--- src/rtl/pps_gate_pkg.sv ---
package pps_gate_pkg;

  typedef enum logic [1:0] {
    ST_IDLE = 2'd0,
    ST_MASK = 2'd1,
    ST_RUN  = 2'd2
  } seq_state_t;

endpackage

--- src/rtl/pps_edge_sync.sv ---
module pps_edge_sync #(
  parameter int STAGES = 2
) (
  input  logic clk,
  input  logic rst_n,
  input  logic pps_async,
  output logic start_pulse
);
  localparam int DEPTH = (STAGES < 2) ? 2 : STAGES;

  logic [DEPTH-1:0] chain;
  logic             last_lvl;

  always_ff @(posedge clk or negedge rst_n) begin
    if (!rst_n) begin
      chain    <= '0;
      last_lvl <= 1'b0;
    end else begin
      chain    <= {chain[DEPTH-2:0], pps_async};
      last_lvl <= chain[DEPTH-1];
    end
  end

  // rising edge of the resynchronized level
  assign start_pulse = chain[DEPTH-1] & ~last_lvl;
endmodule

--- src/rtl/coarse_timebase.sv ---
module coarse_timebase #(
  parameter int CNT_W = 32
) (
  input  logic             clk,
  input  logic             rst_n,
  input  logic             capture,
  output logic [CNT_W-1:0] count,
  output logic [CNT_W-1:0] stamp
);
  always_ff @(posedge clk or negedge rst_n) begin
    if (!rst_n) begin
      count <= '0;
      stamp <= '0;
    end else begin
      count <= count + 1'b1;
      if (capture) stamp <= count;
    end
  end
endmodule

--- src/rtl/stop_sequencer.sv ---
module stop_sequencer
  import pps_gate_pkg::*;
#(
  parameter int MASK_W    = 8,
  parameter int MAX_STOPS = 5,
  parameter int OVR_W     = 8,
  localparam int NS_W     = $clog2(MAX_STOPS + 1),
  localparam int IDX_W    = (MAX_STOPS > 1) ? $clog2(MAX_STOPS) : 1
) (
  input  logic              clk,
  input  logic              rst_n,
  input  logic              start_pulse,
  input  logic [MASK_W-1:0] cfg_mask,
  input  logic [NS_W-1:0]   cfg_nstops,
  output logic              accept,
  output logic              stop_en,
  output logic [IDX_W-1:0]  idx,
  output logic              busy,
  output logic              done,
  output logic [OVR_W-1:0]  overrun_cnt
);
  seq_state_t        st;
  logic [MASK_W-1:0] left;
  logic [IDX_W-1:0]  last_idx;
  logic [NS_W-1:0]   n_eff;
  logic              clash;

  always_comb begin
    if (cfg_nstops == '0)                        n_eff = NS_W'(1);
    else if (cfg_nstops > NS_W'(MAX_STOPS))      n_eff = NS_W'(MAX_STOPS);
    else                                         n_eff = cfg_nstops;
  end

  assign accept  = start_pulse && (st == ST_IDLE);
  assign clash   = start_pulse && (st != ST_IDLE);
  assign stop_en = (st == ST_RUN);
  assign busy    = (st != ST_IDLE);

  always_ff @(posedge clk or negedge rst_n) begin
    if (!rst_n) begin
      st          <= ST_IDLE;
      left        <= '0;
      idx         <= '0;
      last_idx    <= '0;
      done        <= 1'b0;
      overrun_cnt <= '0;
    end else begin
      if (clash && (overrun_cnt != '1)) overrun_cnt <= overrun_cnt + 1'b1;
      case (st)
        ST_IDLE: begin
          if (start_pulse) begin
            done     <= 1'b0;
            idx      <= '0;
            last_idx <= IDX_W'(n_eff - 1'b1);
            left     <= cfg_mask;
            st       <= (cfg_mask == '0) ? ST_RUN : ST_MASK;
          end
        end
        ST_MASK: begin
          left <= left - 1'b1;
          if (left == MASK_W'(1)) st <= ST_RUN;
        end
        ST_RUN: begin
          if (idx == last_idx) begin
            st   <= ST_IDLE;
            done <= 1'b1;
          end else begin
            idx <= idx + 1'b1;
          end
        end
        default: st <= ST_IDLE;
      endcase
    end
  end
endmodule

--- src/rtl/pps_stop_gate.sv ---
module pps_stop_gate #(
  parameter int SYNC_STAGES = 2,
  parameter int CNT_W       = 32,
  parameter int MASK_W      = 8,
  parameter int MAX_STOPS   = 5,
  parameter int OVR_W       = 8
) (
  input  logic                                          clk,
  input  logic                                          rst_n,
  input  logic                                          pps_async,
  input  logic [MASK_W-1:0]                             cfg_mask,
  input  logic [$clog2(MAX_STOPS+1)-1:0]                cfg_nstops,
  output logic                                          start_pulse,
  output logic [CNT_W-1:0]                              start_stamp,
  output logic                                          stop_en,
  output logic                                          rpt_valid,
  output logic [CNT_W-1:0]                              rpt_count,
  output logic [((MAX_STOPS>1)?$clog2(MAX_STOPS):1)-1:0] rpt_index,
  output logic                                          busy,
  output logic                                          done,
  output logic [OVR_W-1:0]                              overrun_cnt
);
  logic accept;

  pps_edge_sync #(.STAGES(SYNC_STAGES)) u_sync (
    .clk         (clk),
    .rst_n       (rst_n),
    .pps_async   (pps_async),
    .start_pulse (start_pulse)
  );

  coarse_timebase #(.CNT_W(CNT_W)) u_time (
    .clk     (clk),
    .rst_n   (rst_n),
    .capture (accept),
    .count   (rpt_count),
    .stamp   (start_stamp)
  );

  stop_sequencer #(
    .MASK_W    (MASK_W),
    .MAX_STOPS (MAX_STOPS),
    .OVR_W     (OVR_W)
  ) u_seq (
    .clk         (clk),
    .rst_n       (rst_n),
    .start_pulse (start_pulse),
    .cfg_mask    (cfg_mask),
    .cfg_nstops  (cfg_nstops),
    .accept      (accept),
    .stop_en     (stop_en),
    .idx         (rpt_index),
    .busy        (busy),
    .done        (done),
    .overrun_cnt (overrun_cnt)
  );

  assign rpt_valid = stop_en;
endmodule

--- config.mk ---
export PLATFORM = sky130hd
export DESIGN_NAME = pps_stop_gate
export DESIGN_NICKNAME = d
export VERILOG_FILES = /design/src/rtl/pps_gate_pkg.sv /design/src/rtl/pps_edge_sync.sv /design/src/rtl/coarse_timebase.sv /design/src/rtl/stop_sequencer.sv /design/src/rtl/pps_stop_gate.sv
export SDC_FILE = /design/constraint.sdc
export NUM_CORES = 1
export LEC_CHECK = 0
export BUFFER_PORTS_ARGS = -buffer_cell sky130_fd_sc_hd__buf_4
export CORE_MARGIN = 2
export CORE_UTILIZATION = 54
export DETAILED_ROUTE_END_ITERATION = 7
export PLACE_DENSITY = 0.8
export SLEW_MARGIN = 20
export SYNTH_ARGS = -nofsm -noshare
export SYNTH_HDL_FRONTEND = slang
export SYNTH_HIERARCHICAL = 1
export SYNTH_SLANG_ARGS = --single-unit
--- constraint.sdc ---
create_clock -name clk -period 2.6 [get_ports clk]
set_input_delay 0.13 -clock clk [delete_from_list [all_inputs] [get_ports clk]]
set_output_delay 0.13 -clock clk [all_outputs]
set_load 0.005 [all_outputs]
==> metrics, run 1 <==
status=complete, no violations; Synth area leaders=dfrtp_1 56%, mux2_2 8.8%, xor2_1 4.3%; die area=0.008318 mm2; GRT overflow=0; # diodes=0; CTS Buf Count=9; fill count=between 500 and 600; post-synth top area share=0.5606; Post-CTS Repair Setup Buffers=0; post-synth net total=between 300 and 400; Die X-Extent=between 90 and 100 um; Critical Path, Cell by Cell=ha_1 > nand3_1 > or3_1 > nor4_1 > xor2_1; largest net degree at the start of global routing=63; sequential area share after synthesis=0.5606; GR Util All Layers=0.2105; Die Ht=91.21 um; Hold Crit Depth=3; RSZ-0062 raised after global routing=no; register area=between 0.002 and 0.0025 mm2; crit share post-route=0.7531; ys async rst share=1.000; Residual DRC=0; hold_buf cts=5; First-pass DRT Iterations=4; Mapped Area=between 0.004 and 0.005 mm2; Max stage delay on crit path=0.52 ns; P&R area growth vs syn=25.78%; worst hold slack=0.02212 ns; Top delay family on crit path=simple AND/OR/NAND/NOR gates; PwrDens=699.3 mW/mm2; TritonCTS clock tree=yes; Worst-Margin Slew=between 0.7 and 0.8 ns; initial antenna violation count=0; latest clock arrival within the worst-skew pair=roughly 0.37 ns; YS warnings=6; Core ar.=0.007292 mm2; Final Slew Violations=0; Worst R2R Path Depth=5; routed vias/inst=~5.4; Worst setup EP type=register; slew margin rel.=0.4710; largest area contributor in the netlist=dfrtp_1; clock slew at reported path FFs=0.10 ns; Mean Syn Cell Area=approximately 12 um2; critical path depth in cells=5; slowest CP cell=or3_1; Multi-input gate area=0.001694 mm2; count of cell types in the netlist=52; Ports=94; HPWL after detailed placement=5863 um; GPL Wtd Cong=0.8760; share of post-route cells with drive strength above 1=0.3710; clk_skew=0.01799 ns; Routed WL per cell=15.67 um; Routed Antenna Nets=0; Critical Path Fanout Max=10; final setup fails=0; CTS root buf=clkbuf_8; WP buf/inv=0; DR iter-0 viols=137; R2R setup slack=0.64 ns; PortBufs=93; final WL=~8500 um; WP data required=about 2.9 ns; arrival time at the worst endpoint=~2.2 ns; Clock H-tree levels=3; setup TNS=0 ns; number of max-cap violations=0; Fin. Hold Viols=0; number of global-route vias before repair=2,908; CP startpoint kind=register; worst hold path class=primary input to register; starting density of the core=0.5631; total number of vias=2,944; fin nets=between 400 and 500; Gate Count Post-Synth=between 300 and 400; cts repair resizes=0; Synth Register Bits=between 90 and 100; clk buf depth=2; row cnt=31; Leak=0.002600 uW; first-pass GRT wire length=~14,000 um; Post-synth EDFFs=0; CTS Sinks=92; Final Critical Period=1.958 ns; Synth Flop Type=dfrtp_1; Crit Path Category=register to register; worst vdd ir=0.3349 mV; fmax=between 0.5 and 0.6 GHz
## layout by cell type (no fill, tap or decap), types with 9 or more instances in the layout
cell / n
buf_4: 97
dfrtp_1: 92
mux2_2: 32
nand2_1: 26
nand3_1: 20
xor2_1: 20
xnor2_1: 18
inv_1: 10
clkbuf_8: 9
nor2_1: 9
## synth_stat cells (7+ instances only)
cell / instances
dfrtp_1: 92
mux2_2: 32
nand2_1: 26
nand3_1: 20
xor2_1: 20
xnor2_1: 18
inv_1: 10
nor2_1: 9
a21oi_1: 7
nand4_1: 7
## sequential cells by signal, summed over array words and instances, names as in the netlist
| register | count |
|---|---|
| u_seq/st | 2 |
| u_time/stamp | 32 |
| u_seq/idx | 3 |
| u_sync/last_lvl | 1 |
| u_sync/chain | 2 |
| u_seq/done | 1 |
| u_time/count | 32 |
| u_seq/last_idx | 3 |
| u_seq/left | 8 |
| u_seq/overrun_cnt | 8 |
## layer usage
| metal | vias to the layer above | share of wire | global-route usage |
|---|---|---|---|
| li1 | 1387 | - | - |
| met1 | 1460 | 0.44 | 0.2720 |
| met2 | 91 | 0.49 | 0.3475 |
| met3 | 6 | 0.064 | 0.07054 |
| met4 | 0 | 0.0085 | 0.04545 |
| met5 | - | 0 | 0 |
## tightest hold or removal path, cell delays in order
cell	delay, ns
buf_4	0.09
nand2_1	0.05
nand4_1	0.08
## through the flow
step           cell area (um2)  worst slack [ns]  utilization  total power [uW]  cells
3_5_place_dp              4910            0.6730       0.6733              2637    520
6_report                  5165            0.6420       0.7083              3612    541
3_3_place_gp              4910            0.7169       0.6733              2585    520
5_1_grt                   5165            0.4839       0.7083              3800    541
2_1_floorplan             4106            0.4594            -              2288    335
4_1_cts                   5165            0.6394       0.7083              3639    541
## report_power, final
group / total, uW / switching (uW) / internal, uW / leakage [uW]
sequential: 1810 / 193 / 1610 / 0.00122
combinational: 810 / 385 / 425 / 0.00127
clock: 997 / 536 / 462 / 0.000107
total: 3610 / 1110 / 2500 / 0.00260
## final timing paths
path / startpoint / to
max: u_time/count[0]$_DFF_PN0_ / u_time/count[26]$_DFF_PN0_
min: cfg_mask[7] / u_seq/left[7]$_DFFE_PN0P_
max reg2reg: u_time/count[0]$_DFF_PN0_ / u_time/count[26]$_DFF_PN0_
min reg2reg: u_sync/chain[0]$_DFF_PN0_ / u_sync/chain[1]$_DFF_PN0_
max in group asynchronous: rst_n / u_seq/idx[2]$_DFFE_PN0P_
min in group asynchronous: rst_n / u_time/stamp[28]$_DFFE_PN0P_
## logic make-up after synthesis
logic type                 count (synthesis)  synth area share
buffers and inverters                     23           0.02681
muxes                                     37            0.1005
adders and majority gates                  6           0.01828
DFF                                       92            0.5606
xor gates and xnor gates                  38           0.08105
AOI/OAI and AO/OA                         26           0.04449
and+or+nand+nor                          113            0.1682
## cell type report
cell class / count / area share
clock buffers: 9 / 0.02398
repair buffers: 103 / 0.1546
multi-input cells: 220 / 0.3280
well taps: 99 / 0.02398
inverters: 11 / 0.007994
clock inverters: 7 / 0.01575
flip-flops and latches: 92 / 0.4457
No activity file was read; power rests on OpenSTA's default activity.
==> run 2: changes to the inputs <==
--- a/config.mk
+++ b/config.mk
@@ -5,9 +5,10 @@
 export SDC_FILE = /design/constraint.sdc
 export NUM_CORES = 1
 export LEC_CHECK = 0
+export ABC_AREA = 1
 export BUFFER_PORTS_ARGS = -buffer_cell sky130_fd_sc_hd__buf_4
 export CORE_MARGIN = 2
-export CORE_UTILIZATION = 54
+export CORE_UTILIZATION = 55
 export DETAILED_ROUTE_END_ITERATION = 7
 export PLACE_DENSITY = 0.8
 export SLEW_MARGIN = 20
==> constraint.sdc (replaced) <==
create_clock -name clk -period 2.05 [get_ports clk]
set_input_delay 0.1025 -clock clk [delete_from_list [all_inputs] [get_ports clk]]
set_output_delay 0.1025 -clock clk [all_outputs]
set_load 0.005 [all_outputs]
==> metrics, run 2 <==
RSZ-0062 raised after global routing=no; Fin. Hold Viols=0; number of global-route vias before repair=around 3,600; WP buf/inv=2; DR iter-0 viols=202; most common cell after layout, fill and taps aside=nand2_1; YS warnings=6; Routed WL per cell=about 14 um; Flop pwr share=0.580; Setup WS post-layout=0.4475 ns; Adder-Cell Fraction of Synth Area=0.01649; Mean Syn Cell Area=8.981 um2; met1 usage=0.3094; register area=0.002302 mm2; PwrDens=591.7 mW/mm2; cts repair resizes=0; clk buf depth=2; Post-synth EDFFs=0; arrival time at the worst endpoint=1.84 ns; hold path startpoint=cfg_nstops[0]; Critical Path, Cell by Cell=nor2_1 > nand2_1 > clkinv_1 > buf_4 > mux2_2; post-synthesis mux area share=0.05441; grt met2 use=0.3936; sequential area share after synthesis=0.5056; pre-CTS setup slack=0.4638 ns; count leader, synth=nand2_1; First-pass DRT Iterations=5; worst reg2reg path endpoint=u_time/stamp[1]$_DFFE_PN0P_; XOR/XNOR Fraction of Synth Area=0.05139; crit share post-route=0.7817; Post-CTS Repair Setup Buffers=0; share of post-route cells with drive strength above 1=0.2760; latest clock arrival within the worst-skew pair=roughly 0.36 ns; die area=0.009022 mm2; Max stage delay on crit path=roughly 0.42 ns; Final Critical Period=1.602 ns; largest net degree at the start of global routing=40; post-synth net total=527; HPWL after detailed placement=approximately 7400 um; initial antenna violation count=0; Pint=~2500 uW; Synth Area in Compound Gates=0.04149; WP data required=about 2.3 ns; Gate Count Post-Synth=507; Crit Path Category=register to register; GPL Wtd Cong=0.8699; routed vias/inst=5.114; hold path endpoint=u_seq/last_idx[0]$_DFFE_PN0P_; Util after Layout=0.6882; fmax=0.6240 GHz; Sw Ratio=0.2365; Worst-Margin Slew=between 0.5 and 0.6 ns; P&R area growth vs syn=22.95%; fin nets=around 630; CP startpoint kind=register; top flop regs=u_time/count x32, u_time/stamp x32; Clock H-tree levels=3; CTS Sinks=92; Multi-input gate area=roughly 0.0020 mm2; met3 GRT Util=0.04549; final setup fails=0; Synth Register Bits=92; final WL=9859 um; post-synth top area share=0.5056; Critical Path Fanout Max=37; Die X-Extent=94.99 um; CTS root buf=clkbuf_8; Final Slew Violations=0; worst hold path class=primary input to register; switching pwr=~780 uW; Reg2Reg Launch Point=u_seq/st[0]$_DFFE_PN0P_; fill count=656; Top delay family on crit path=flip-flops; combinational cell fraction of total power=0.080; starting density of the core=0.5598; Core ar.=a little over 0.008 mm2; clock slew at reported path FFs=0.09 ns; Synth area leaders=dfrtp_1 51%, nand2_1 13%, mux2_2 5.4%; ys async rst share=1.000; setup TNS=0 ns; status=complete, no violations; count of cell types in the netlist=32; main combinational cell family by area after synthesis=simple AND/OR/NAND/NOR gates; Routed Antenna Nets=0; clock share of power=0.339; row cnt=33; largest area contributor in the netlist=dfrtp_1; Mapped Area=between 0.004 and 0.005 mm2; Worst R2R Path Depth=5; clk_skew=0.008247 ns; GRT overflow=0; CTS Buf Count=9; Synth top cells by count=155 x nand2_1, 92 x dfrtp_1, 53 x nor2_1; TritonCTS clock tree=yes; most frequent cells in the layout=155 x nand2_1, 99 x buf_4, 92 x dfrtp_1; Synth Flop Type=dfrtp_1; Leak=slightly below 0.003 uW; Ports=94; grt peak-use layer=met2; # diodes=0; Worst setup EP type=register; slowest CP cell=dfrtp_1; Residual DRC=0; worst vdd ir=0.3580 mV; first-pass GRT wire length=16,400 um; Hold Crit Depth=4; number of max-cap violations=0; R2R setup slack=0.45 ns; total number of vias=3,687; PortBufs=93; slew margin rel.=0.6565; Die Ht=94.99 um; GR Util All Layers=0.2338; Post-Synth Simple-Gate Area=0.2830
-- run 2: cell count changes in the layout (fill, tap and decap cells not counted), moves of 8 or more --
cell,delta
nand2_1,+129
nor2_1,+44
inv_1,+34
o21ai_0,+21
xor2_1,-11
mux2_2,-10
nand3b_1,+8
-- run 2: worst reg2reg max path, cell delays in order, from the launching register on --
cell and delay [ns]:
dfrtp_1 0.42, nor2_1 0.17, nand2_1 0.10, clkinv_1 0.07, buf_4 0.34, mux2_2 0.40
-- run 2: timing repair --
item                                   in CTS  in global routing
endpoints found under the hold margin      38                  0
setup endpoints to repair                   0                  0
hold buffers                                3                  0
-- run 2: through the flow --
step	instance area [um2]	instances	power, uW	hold WS (ns)
6_report	5598	721	3312	0.05063
5_1_grt	5598	721	3464	0.06624
4_1_cts	5598	721	3357	0.04117
3_5_place_dp	5391	704	2225	0.1140
3_3_place_gp	5391	704	2219	0.1059
2_1_floorplan	4553	507	2064	-0.1931
-- run 2: power groups by stage --
| stage | registers [uW] | logic [uW] | clock network (uW) |
|---|---|---|---|
| 2_1_floorplan | 1950 | 110 | 0 |
| 3_3_place_gp | 1960 | 260 | 0 |
| 3_5_place_dp | 1960 | 265 | 0 |
| 4_1_cts | 1920 | 272 | 1160 |
| 5_1_grt | 1930 | 300 | 1230 |
| 6_report | 1920 | 266 | 1120 |
-- run 2: final cells by class --
cell class                 count  area share
clock inverter                 1    0.001341
clock buffer                  13     0.03017
inverter                      48     0.03219
tap                          105     0.02347
sequential                    92      0.4113
timing repair buffer         102      0.1381
multi-input combinational    360      0.3634
-- run 2: how the worst max path moves through the flow --
stage                               from                           end  slack (ns)  depth (start not counted)
2_1_floorplan  u_sync/last_lvl$_DFF_PN0_  u_time/stamp[10]$_DFFE_PN0P_        0.48                          6
3_3_place_gp     u_seq/st[0]$_DFFE_PN0P_   u_time/stamp[1]$_DFFE_PN0P_        0.53                          5
3_5_place_dp     u_seq/st[0]$_DFFE_PN0P_   u_time/stamp[1]$_DFFE_PN0P_        0.46                          5
4_1_cts          u_seq/st[0]$_DFFE_PN0P_   u_time/stamp[1]$_DFFE_PN0P_        0.45                          5
5_1_grt          u_seq/st[0]$_DFFE_PN0P_   u_time/stamp[1]$_DFFE_PN0P_        0.31                          5
6_report         u_seq/st[0]$_DFFE_PN0P_   u_time/stamp[1]$_DFFE_PN0P_        0.45                          5
-- run 2: layer usage --
metal  up-vias  part of all wire
met5         -                 0
met4         0             0.014
met3        13             0.057
met2        99              0.49
met1      1768              0.44
li1       1807                 -
-- run 2: cell families (layout without fill, tap and decap cells) --
family	Yosys count	count (layout)
compound gates	36	36
xor+xnor	25	25
fa+ha+maj	6	6
buf+inv	55	164
flops	92	92
mux	22	22
simple gates	271	271
